--- config.mk ---
export PLATFORM = sky130hd
export DESIGN_NAME = fp_bit_timer
export DESIGN_NICKNAME = d
export VERILOG_FILES = /design/src/rtl/fpt_pkg.sv /design/src/rtl/fpt_edge_sync.sv /design/src/rtl/fpt_detect.sv /design/src/rtl/fpt_bit_timer.sv /design/src/rtl/fp_bit_timer.sv
export SDC_FILE = /design/constraint.sdc
export NUM_CORES = 1
export LEC_CHECK = 0
export ABC_CLOCK_PERIOD_IN_PS = 3700
export BUFFER_PORTS_ARGS = -buffer_cell sky130_fd_sc_hd__buf_4
export CORE_ASPECT_RATIO = 1.1
export CORE_MARGIN = 1
export CORE_UTILIZATION = 50
export DETAILED_ROUTE_END_ITERATION = 12
export PLACE_DENSITY = 0.72
export SYNTH_ARGS = -nofsm -noshare
export SYNTH_HDL_FRONTEND = slang
export SYNTH_HIERARCHICAL = 1
export SYNTH_SLANG_ARGS = --single-unit
--- constraint.sdc ---
create_clock -name clk -period 3.7 [get_ports clk]
set_clock_uncertainty 0.15 [all_clocks]
set_input_delay 0.37 -clock clk [delete_from_list [all_inputs] [get_ports clk]]
set_output_delay 0.37 -clock clk [all_outputs]
set_load 0.02 [all_outputs]
--- src/rtl/fpt_pkg.sv ---
package fpt_pkg;
  typedef enum logic {
    FP_ACT_LOW  = 1'b0,
    FP_ACT_HIGH = 1'b1
  } fp_pol_e;
endpackage

--- src/rtl/fpt_edge_sync.sv ---
module fpt_edge_sync #(
  parameter int STAGES = 2
) (
  input  logic clk,
  input  logic rst_n,
  input  logic bclk_in,
  input  logic fp_in,
  output logic bclk_rise,
  output logic bclk_fall,
  output logic fp_lvl
);
  logic [STAGES-1:0] bsh, fsh;
  logic              b_d;

  always_ff @(posedge clk) begin
    if (!rst_n) begin
      bsh <= '0;
      fsh <= '0;
      b_d <= 1'b0;
    end else begin
      bsh <= {bsh[STAGES-2:0], bclk_in};
      fsh <= {fsh[STAGES-2:0], fp_in};
      b_d <= bsh[STAGES-1];
    end
  end

  assign bclk_rise = bsh[STAGES-1] & ~b_d;
  assign bclk_fall = ~bsh[STAGES-1] & b_d;
  assign fp_lvl    = fsh[STAGES-1];
endmodule

--- src/rtl/fpt_detect.sv ---
module fpt_detect
  import fpt_pkg::*;
#(
  parameter int FRAME_PER = 512,
  parameter int PW_MAX    = 4
) (
  input  logic    clk,
  input  logic    rst_n,
  input  logic    rise,
  input  logic    fp_lvl,
  output fp_pol_e pol,
  output logic    valid,
  output logic    resync
);
  localparam int GAP_W = $clog2(2 * FRAME_PER + 1);
  localparam int RUN_W = $clog2(PW_MAX + 2);
  localparam logic [GAP_W-1:0] GAP_LIM   = GAP_W'(2 * FRAME_PER);
  localparam logic [GAP_W-1:0] GAP_MATCH = GAP_W'(FRAME_PER);
  localparam logic [RUN_W-1:0] RUN_SAT   = RUN_W'(PW_MAX + 1);
  localparam logic [RUN_W-1:0] RUN_OK    = RUN_W'(PW_MAX);

  logic             lvl, have_prev, prev_pol, locked;
  logic [RUN_W-1:0] run;
  logic [GAP_W-1:0] gap, gap_inc;
  logic             chg, qual_end;
  fp_pol_e          pol_q;

  assign chg      = rise && (fp_lvl != lvl);
  assign qual_end = chg && (run <= RUN_OK);
  assign gap_inc  = (gap == GAP_LIM) ? GAP_LIM : gap + 1'b1;
  assign resync   = chg && locked && (fp_lvl == logic'(pol_q));
  assign pol      = pol_q;

  always_ff @(posedge clk) begin
    if (!rst_n) begin
      lvl       <= 1'b0;
      run       <= RUN_SAT;
      gap       <= '0;
      have_prev <= 1'b0;
      prev_pol  <= 1'b0;
      locked    <= 1'b0;
      pol_q     <= FP_ACT_LOW;
      valid     <= 1'b0;
    end else if (rise) begin
      lvl <= fp_lvl;
      run <= chg ? RUN_W'(1) : ((run == RUN_SAT) ? RUN_SAT : run + 1'b1);
      if (!locked) begin
        if (qual_end) begin
          if (have_prev && prev_pol == lvl && gap_inc == GAP_MATCH) begin
            locked <= 1'b1;
            pol_q  <= fp_pol_e'(lvl);
          end
          have_prev <= 1'b1;
          prev_pol  <= lvl;
          gap       <= '0;
        end else begin
          gap <= gap_inc;
          if (gap_inc == GAP_LIM) have_prev <= 1'b0;
        end
      end else begin
        if (resync) valid <= 1'b1;
        if (qual_end && lvl == logic'(pol_q)) begin
          gap <= '0;
        end else if (gap_inc == GAP_LIM) begin
          locked    <= 1'b0;
          valid     <= 1'b0;
          have_prev <= 1'b0;
          gap       <= '0;
        end else begin
          gap <= gap_inc;
        end
      end
    end
  end

  AST_VALID_NEEDS_LOCK: assert property (@(posedge clk) disable iff (!rst_n) valid |-> locked);
  AST_GAP_BOUNDED: assert property (@(posedge clk) disable iff (!rst_n) gap <= GAP_LIM);
  AST_POL_HELD: assert property (@(posedge clk) disable iff (!rst_n) (locked && $past(locked)) |-> $stable(pol_q));
  AST_VALID_ON_RESYNC: assert property (@(posedge clk) disable iff (!rst_n) $rose(valid) |-> $past(resync));
endmodule

--- src/rtl/fpt_bit_timer.sv ---
module fpt_bit_timer
  import fpt_pkg::*;
#(
  parameter int FRAME_BITS  = 256,
  parameter int BITS_PER_CH = 8
) (
  input  logic    clk,
  input  logic    rst_n,
  input  logic    rise,
  input  logic    fall,
  input  logic    resync,
  input  fp_pol_e pol,
  input  logic    valid,
  output logic    tx_bnd_en,
  output logic    sample_en,
  output logic    frame_start,
  output logic [$clog2(FRAME_BITS/BITS_PER_CH)-1:0] chan_idx,
  output logic [$clog2(BITS_PER_CH)-1:0]            bit_idx
);
  localparam int EDGE_W = $clog2(FRAME_BITS * 4);
  localparam int CH_W   = $clog2(FRAME_BITS / BITS_PER_CH);
  localparam int BIT_W  = $clog2(BITS_PER_CH);
  localparam logic [EDGE_W-1:0] LAST = '1;

  logic [EDGE_W-1:0] e, e_nxt;
  logic              edge_ev;

  assign edge_ev = rise | fall;

  always_comb begin
    if (resync) e_nxt = (pol == FP_ACT_HIGH) ? LAST - 1'b1 : LAST;
    else        e_nxt = e + 1'b1;
  end

  always_ff @(posedge clk) begin
    if (!rst_n) begin
      e           <= '0;
      tx_bnd_en   <= 1'b0;
      sample_en   <= 1'b0;
      frame_start <= 1'b0;
    end else if (edge_ev) begin
      e           <= e_nxt;
      tx_bnd_en   <= valid && (e_nxt[1:0] == 2'd0);
      sample_en   <= valid && (e_nxt[1:0] == 2'd3);
      frame_start <= valid && (e_nxt == '0);
    end else begin
      tx_bnd_en   <= 1'b0;
      sample_en   <= 1'b0;
      frame_start <= 1'b0;
    end
  end

  assign chan_idx = e[EDGE_W-1 -: CH_W];
  assign bit_idx  = e[2 +: BIT_W];

  AST_TX_AFTER_FALL: assert property (@(posedge clk) disable iff (!rst_n) (tx_bnd_en && pol == FP_ACT_LOW) |-> $past(fall));
  AST_SMP_AFTER_RISE: assert property (@(posedge clk) disable iff (!rst_n) (sample_en && pol == FP_ACT_LOW) |-> $past(rise));
  AST_TX_AFTER_RISE: assert property (@(posedge clk) disable iff (!rst_n) (tx_bnd_en && pol == FP_ACT_HIGH) |-> $past(rise));
  AST_SMP_AFTER_FALL: assert property (@(posedge clk) disable iff (!rst_n) (sample_en && pol == FP_ACT_HIGH) |-> $past(fall));
  AST_FS_AT_ORIGIN: assert property (@(posedge clk) disable iff (!rst_n) frame_start |-> (tx_bnd_en && chan_idx == '0 && bit_idx == '0));
  AST_STROBE_NEEDS_LOCK: assert property (@(posedge clk) disable iff (!rst_n) (tx_bnd_en || sample_en || frame_start) |-> $past(valid));
endmodule

--- src/rtl/fp_bit_timer.sv ---
module fp_bit_timer
  import fpt_pkg::*;
#(
  parameter int FRAME_BITS  = 256,
  parameter int BITS_PER_CH = 8,
  parameter int PW_MAX      = 4,
  parameter int SYNC_STAGES = 2
) (
  input  logic clk,
  input  logic rst_n,
  input  logic bclk_in,
  input  logic fp_in,
  output logic mode_gci,
  output logic lock_valid,
  output logic tx_bnd_en,
  output logic sample_en,
  output logic frame_start,
  output logic [$clog2(FRAME_BITS/BITS_PER_CH)-1:0] chan_idx,
  output logic [$clog2(BITS_PER_CH)-1:0]            bit_idx
);
  localparam int FRAME_PER = FRAME_BITS * 2;

  logic    rise, fall, fp_lvl, resync, valid;
  fp_pol_e pol;

  fpt_edge_sync #(.STAGES(SYNC_STAGES)) u_sync (
    .clk(clk), .rst_n(rst_n), .bclk_in(bclk_in), .fp_in(fp_in),
    .bclk_rise(rise), .bclk_fall(fall), .fp_lvl(fp_lvl)
  );

  fpt_detect #(.FRAME_PER(FRAME_PER), .PW_MAX(PW_MAX)) u_det (
    .clk(clk), .rst_n(rst_n), .rise(rise), .fp_lvl(fp_lvl),
    .pol(pol), .valid(valid), .resync(resync)
  );

  fpt_bit_timer #(.FRAME_BITS(FRAME_BITS), .BITS_PER_CH(BITS_PER_CH)) u_tmr (
    .clk(clk), .rst_n(rst_n), .rise(rise), .fall(fall), .resync(resync),
    .pol(pol), .valid(valid), .tx_bnd_en(tx_bnd_en), .sample_en(sample_en),
    .frame_start(frame_start), .chan_idx(chan_idx), .bit_idx(bit_idx)
  );

  assign mode_gci   = (pol == FP_ACT_HIGH);
  assign lock_valid = valid;
endmodule

==> results of run 1 <==
Yosys cell counts, types with 5 or more instances:
cell,number
dfxtp_1,38
a21oi_1,22
nand2_1,19
nor2_1,19
clkbuf_1,13
nand3_1,13
inv_1,10
nand4_1,9
xnor2_1,9
buf_4,8
o21ai_0,8
and2_1,7
nor3_1,6
and3_1,5
o31ai_1,5
or3_1,5
logic make-up after synthesis:
family | after synthesis | share of synthesized area [%]
AO/OA/AOI/OAI | 69 | 22.1
adder cells (fa/ha/maj) | 3 | 1.66
AND/OR/NAND/NOR | 110 | 27.1
multiplexers | 3 | 1.33
XOR/XNOR | 13 | 5.04
flip-flops | 38 | 33.7
buffers and inverters | 38 | 9.09
final cells by class:
class | count | area, um^2 | share of cell area (%)
well taps | 54 | 67.6 | 2.78
clock inverters | 3 | 68.8 | 2.83
multi-input cells | 198 | 1290 | 53.1
flip-flops and latches | 38 | 761 | 31.3
clock buffers | 5 | 68.8 | 2.83
repair buffers | 18 | 135 | 5.55
inverters | 11 | 41.3 | 1.70
final timing paths:
check                                   start             to  slack [ns]  cells past startpoint
worst min register to register  u_sync/fsh[0]  u_sync/fsh[1]        0.29                      1
worst max-delay path             u_det/gap[0]   u_det/gap[0]        1.25                      7
worst min-delay path                  bclk_in  u_sync/bsh[0]        0.13                      2
worst max register to register   u_det/gap[0]   u_det/gap[0]        1.25                      7
power by group through the flow:
stage                     logic, uW  clock network, uW  registers [uW]
after global placement         71.0                  0             454
after global routing           82.6                454             450
after floorplan                73.3                  0             441
final                          72.8                428             446
after CTS                      72.9                436             445
after detailed placement       72.7                  0             455
through the flow:
stage	std cells	worst slack, ns	utilization (%)
3_3_place_gp	319	1.33	53.2
3_5_place_dp	319	1.28	53.2
6_report	327	1.25	56.4
4_1_cts	327	1.26	56.4
2_1_floorplan	274	1.42	-
5_1_grt	327	1.02	56.4
per-layer routing:
| layer | vias up | GRT usage, % | wire length, um |
|---|---|---|---|
| li1 | 995 | - | - |
| met1 | 919 | 30.5 | 2260 |
| met2 | 40 | 34.0 | 2230 |
| met3 | 7 | 5.03 | 268 |
| met4 | 0 | 7.09 | 51 |
| met5 | - | 0 | 0 |
sequential cells by signal, indices dropped and copies added (netlist names):
register	count
u_tmr/sample_en	1
u_det/have_prev	1
u_det/run	3
u_det/valid	1
u_det/locked	1
u_tmr/frame_start	1
u_det/pol	1
u_det/gap	11
u_sync/b_d	1
u_sync/fsh	2
u_tmr/tx_bnd_en	1
u_det/lvl	1
u_det/prev_pol	1
u_tmr/e	10
u_sync/bsh	2
worst register-to-register path: stages (launching register included):
cell,delay [ns]
dfxtp_1,0.41
ha_1,0.35
xnor2_1,0.16
nand4_1,0.10
a222oi_1,0.48
nand2_2,0.17
o311ai_1,0.41
o31ai_1,0.10
==> results.py, run 1 <==
metrics = {
    "sta": {
        "period_share_pct": 66.3,
        "fin_crit_ns": 2.45,
        "hold_ws_ns": 0.128,
        "tightest_slew_ns": 0.742,
        "rsz0062_at_grt": "false",
        "finalSetupViolations": 0,
        "finalSetupTns_ns": 0,
        "hold_viol": 0,
        "fmax_mhz": 408,
        "max_slew_margin_pct": 50.3,
        "slew_violations": 0,
    },
    "synth": {
        "ys_ff_latch": 38,
        "synth_cell_types": 56,
        "netlist_area_um2": 2260,
        "synthArstFlopShare_pct": 0,
        "synthDominantCellAreaShare_pct": 33.7,
        "yosys_warnings": 6,
        "synth_edf_count": 0,
        "synth.area.top_cells": "dfxtp_1 (34%), a21oi_1 (4.9%), xnor2_1 (3.5%), nand2_1 (3.2%), nor2_1 (3.2%)",
        "synth_area_per_cell_um2": 8.24,
        "netlist_instances": 274,
        "yosys.area.top_type": "dfxtp_1",
        "synth_nets": 281,
        "seq_area_frac_synth_pct": 33.7,
        "ys.flop_type": "dfxtp_1",
    },
    "worst_setup_path": {
        "cp_slowest_cell": "a222oi_1",
        "cp-end-kind": "flop",
        "required_ns": 3.74,
        "worstPathArrival_ns": 2.49,
        "crit_fanout": 9,
        "crit_path_max_incr_delay_ns": 0.48,
        "startpoint_type": "flop",
        "path_delay_family": "compound AO/OA/AOI/OAI gates",
        "path_cells": "ha_1, xnor2_1, nand4_1, a222oi_1, nand2_2, o311ai_1, o31ai_1",
        "path_buf_inv": 0,
        "worstSetupPathType": "reg2reg",
    },
    "clock_tree": {
        "cts.sinks": 38,
        "clk_latency_ns": 0.30,
        "cts_buffer_depth": 2,
        "cts_resized": 0,
        "numCtsBuffers": 5,
        "cts_root_buf": "clkbuf_8",
        "cts_hold_buf": 0,
        "cts_tree": "yes",
        "path_clk_slew_ns": 0.08,
        "post-cts-setup-buffers": 0,
        "h-tree-depth": 2,
    },
    "placed_design": {
        "io_buffers": 16,
        "placed_area_um2": 2300,
        "hpwl_um": 3280,
        "gp_congestion": 0.827,
    },
    "global_routing": {
        "antenna_found_initial": 0,
        "grt_pass1_vias": 1785,
        "grt_max_degree": 27,
        "grt_pass1_wl_um": 8220,
        "overflow": 0,
        "grt_usage_pct": 22.1,
    },
    "finish": {
        "final_cell_mix": "dfxtp_1 (38), a21oi_1 (22), nand2_1 (19), nor2_1 (19), buf_4 (18)",
        "area_growth_pct": 7.82,
        "diodes": 0,
        "layout.nets": 279,
        "nFillCells": 414,
        "final_cell_area_um2": 2430,
        "final_common_cell": "dfxtp_1",
        "drive_gt1_share_pct": 13.6,
    },
    "pwr": {
        "switching_share_pct": 23.6,
        "fin_total_pwr_uw": 947,
        "pwr-share-clk_pct": 45.2,
        "seqPwrFrac_pct": 47.1,
        "p_leak_uw": 0.000932,
        "internal-power_uw": 723,
        "peakVddDrop_mv": 0.261,
        "p_sw_uw": 224,
        "pwr-share-comb_pct": 7.7,
        "p_per_area_nw_per_um2": 389,
    },
    "run_status": {
        "status": "completed",
    },
    "detailed_routing": {
        "vias": 1961,
        "drt-initial-drc-count": 123,
        "wl_per_cell_um": 14.7,
        "drt.antenna.violating_nets": 0,
        "dr.pass1.iters": 4,
        "viasPerCell": 6.00,
        "wirelength_um": 4810,
        "route.detailed.drc": 0,
    },
    "die": {
        "dieArea_um2": 4790,
        "die_x_um": 66.1,
        "die_y_um": 72.5,
        "initial_core_util_pct": 52.3,
        "ios": 17,
        "placementRows": 25,
        "core_area_um2": 4320,
    },
    "job": {
        "drv_cap": 0,
    },
    "min_path": {
        "hold_class": "in2reg",
    },
}
(Power assumes the default switching activity.)
==> inputs of run 2 (changes only) <==
--- a/config.mk
+++ b/config.mk
@@ -5,7 +5,7 @@
 export SDC_FILE = /design/constraint.sdc
 export NUM_CORES = 1
 export LEC_CHECK = 0
-export ABC_CLOCK_PERIOD_IN_PS = 3700
+export ABC_CLOCK_PERIOD_IN_PS = 2370
 export BUFFER_PORTS_ARGS = -buffer_cell sky130_fd_sc_hd__buf_4
 export CORE_ASPECT_RATIO = 1.1
 export CORE_MARGIN = 1
==> constraint.sdc (replaced) <==
create_clock -name clk -period 2.37 [get_ports clk]
set_clock_uncertainty 0.15 [all_clocks]
set_input_delay 0.237 -clock clk [delete_from_list [all_inputs] [get_ports clk]]
set_output_delay 0.237 -clock clk [all_outputs]
set_load 0.02 [all_outputs]
==> run 2 against run 1 <==
The flow now finishes with violations (setup timing); non-clock buffer count increased by 20; cell count increased by 6.1%; critical endpoint is now u_det/have_prev; critical path type unchanged; highest routed layer unchanged; register-to-register slack got worse by 1.3 ns.
==> results.py, run 2 (synthesis results as in run 1) <==
metrics = {
    "finish": {
        "final_cell_mix": "buf_4 (37), dfxtp_1 (36), a21oi_1 (22), nand2_1 (19), nor2_1 (19)",
        "diodes": 0,
        "area_growth_pct": 15.5,
        "layout.nets": 299,
        "final_common_cell": "buf_4",
        "fin_cells": 347,
        "largest_reg_flops": 11,
        "top_regs": "u_det/gap: 11 flops, u_tmr/e: 10 flops, u_det/run: 3 flops",
        "fin_util_pct": 60.4,
        "top_register": "u_det/gap",
        "drive_gt1_share_pct": 22.9,
    },
    "detailed_routing": {
        "vias": 2094,
        "drt-initial-drc-count": 164,
        "route.detailed.drc": 0,
        "dr.pass1.iters": 4,
        "wirelength_um": 5200,
        "drt.antenna.violating_nets": 0,
        "viasPerCell": 6.03,
        "wl_per_cell_um": 15.0,
    },
    "job": {
        "drv_cap": 0,
    },
    "die": {
        "placementRows": 25,
        "initial_core_util_pct": 52.3,
        "die_y_um": 72.5,
        "dieArea_um2": 4790,
        "core_area_um2": 4320,
        "ios": 17,
        "die_x_um": 66.1,
    },
    "worst_setup_path": {
        "startpoint_type": "flop",
        "required_ns": 2.40,
        "crit_fanout": 7,
        "cp-end-kind": "flop",
        "worstPathArrival_ns": 2.40,
        "worstSetupPathType": "reg2reg",
    },
    "placed_design": {
        "place_ws_ns": 0.00447,
        "gp_congestion": 0.858,
        "placed_cells": 335,
        "io_buffers": 16,
        "hpwl_um": 3550,
    },
    "global_routing": {
        "grt_pass1_wl_um": 8680,
        "grt_usage_pct": 23.3,
        "antenna_found_initial": 0,
        "grt_pass1_vias": 1972,
        "overflow": 0,
        "grt_max_degree": 27,
    },
    "pwr": {
        "p_per_area_nw_per_um2": 535,
        "peakVddDrop_mv": 0.355,
        "p_leak_uw": 0.00104,
    },
    "sta": {
        "fin_crit_ns": 2.37,
        "finalSetupTns_ns": -0.00281,
        "fmax_mhz": 421,
        "slew_violations": 0,
        "finalSetupViolations": 1,
        "fin_ws_ns": -0.00281,
        "tightest_slew_ns": 0.619,
        "period_share_pct": 100,
        "max_slew_margin_pct": 58.6,
        "hold_viol": 0,
    },
    "clock_tree": {
        "clk_latency_ns": 0.29,
        "numCtsBuffers": 5,
        "cts_buffer_depth": 2,
        "cts_root_buf": "clkbuf_8",
        "path_clk_slew_ns": 0.07,
        "cts.sinks": 38,
        "cts_tree": "yes",
        "h-tree-depth": 2,
    },
    "run_status": {
        "status": "finished with violations",
        "violations": "setup timing",
    },
    "min_path": {
        "hold_class": "in2reg",
    },
}
[run 2: changes by cell type in the layout (fill, tap and decap cells not counted), sizes merged]
cell         delta
buf            +19
bufinv          -1
clkinv          +1
dlygate4sd3     +1
[run 2: final cells by class]
cell class | count | area (um^2)
timing repair buffer | 38 | 288
tap | 54 | 67.6
inverter | 11 | 41.3
clock inverter | 3 | 40.0
multi-input combinational | 198 | 1340
sequential | 38 | 763
fill | 391 | 1710
clock buffer | 5 | 68.8
[run 2: worst max-delay path: stages, from the launching register on]
cell,delay [ns]
dfxtp_1,0.35
and3_2,0.28
or3_1,0.31
a222oi_1,0.39
buf_4,0.20
nand2_2,0.10
o31a_1,0.32
o21a_1,0.17
[run 2: layer usage]
layer	vias to the layer above	GRT usage [%]	wire length, um
li1	1033	-	-
met1	986	30.7	2280
met2	64	37.6	2530
met3	11	4.40	303
met4	0	8.51	80
met5	-	0	0
[run 2: power by group]
part           internal [uW]  switching [uW]
clock network            310             228
logic                   81.1            93.9
registers                658            24.2
[run 2: final timing paths]
path	start	to	cells after the start	slack [ns]
max	u_det/gap[0]	u_det/have_prev	7	-0.003
min	fp_in	u_sync/fsh[0]	2	0.008
max reg2reg	u_det/gap[0]	u_det/have_prev	7	-0.003
min reg2reg	u_sync/fsh[0]	u_sync/fsh[1]	1	0.29
[run 2: per-stage QoR]
stage,hold slack (ns),total power [uW],instance area [um^2]
floorplan,0.209,803,2260
global placement,0.265,843,2420
detailed placement,0.274,847,2420
CTS,0.00224,1390,2540
global route,0.0129,1450,2610
finish,0.00802,1390,2610
[run 2: repair_timing]
item | 4_1_cts | 5_1_grt
hold endpoints to repair | 1 | 0
setup buffers | 1 | 2
pin swaps | 1 | 2
hold buffers | 1 | 0
endpoints found under the setup margin | 4 | 9
gates resized for setup | 0 | 12
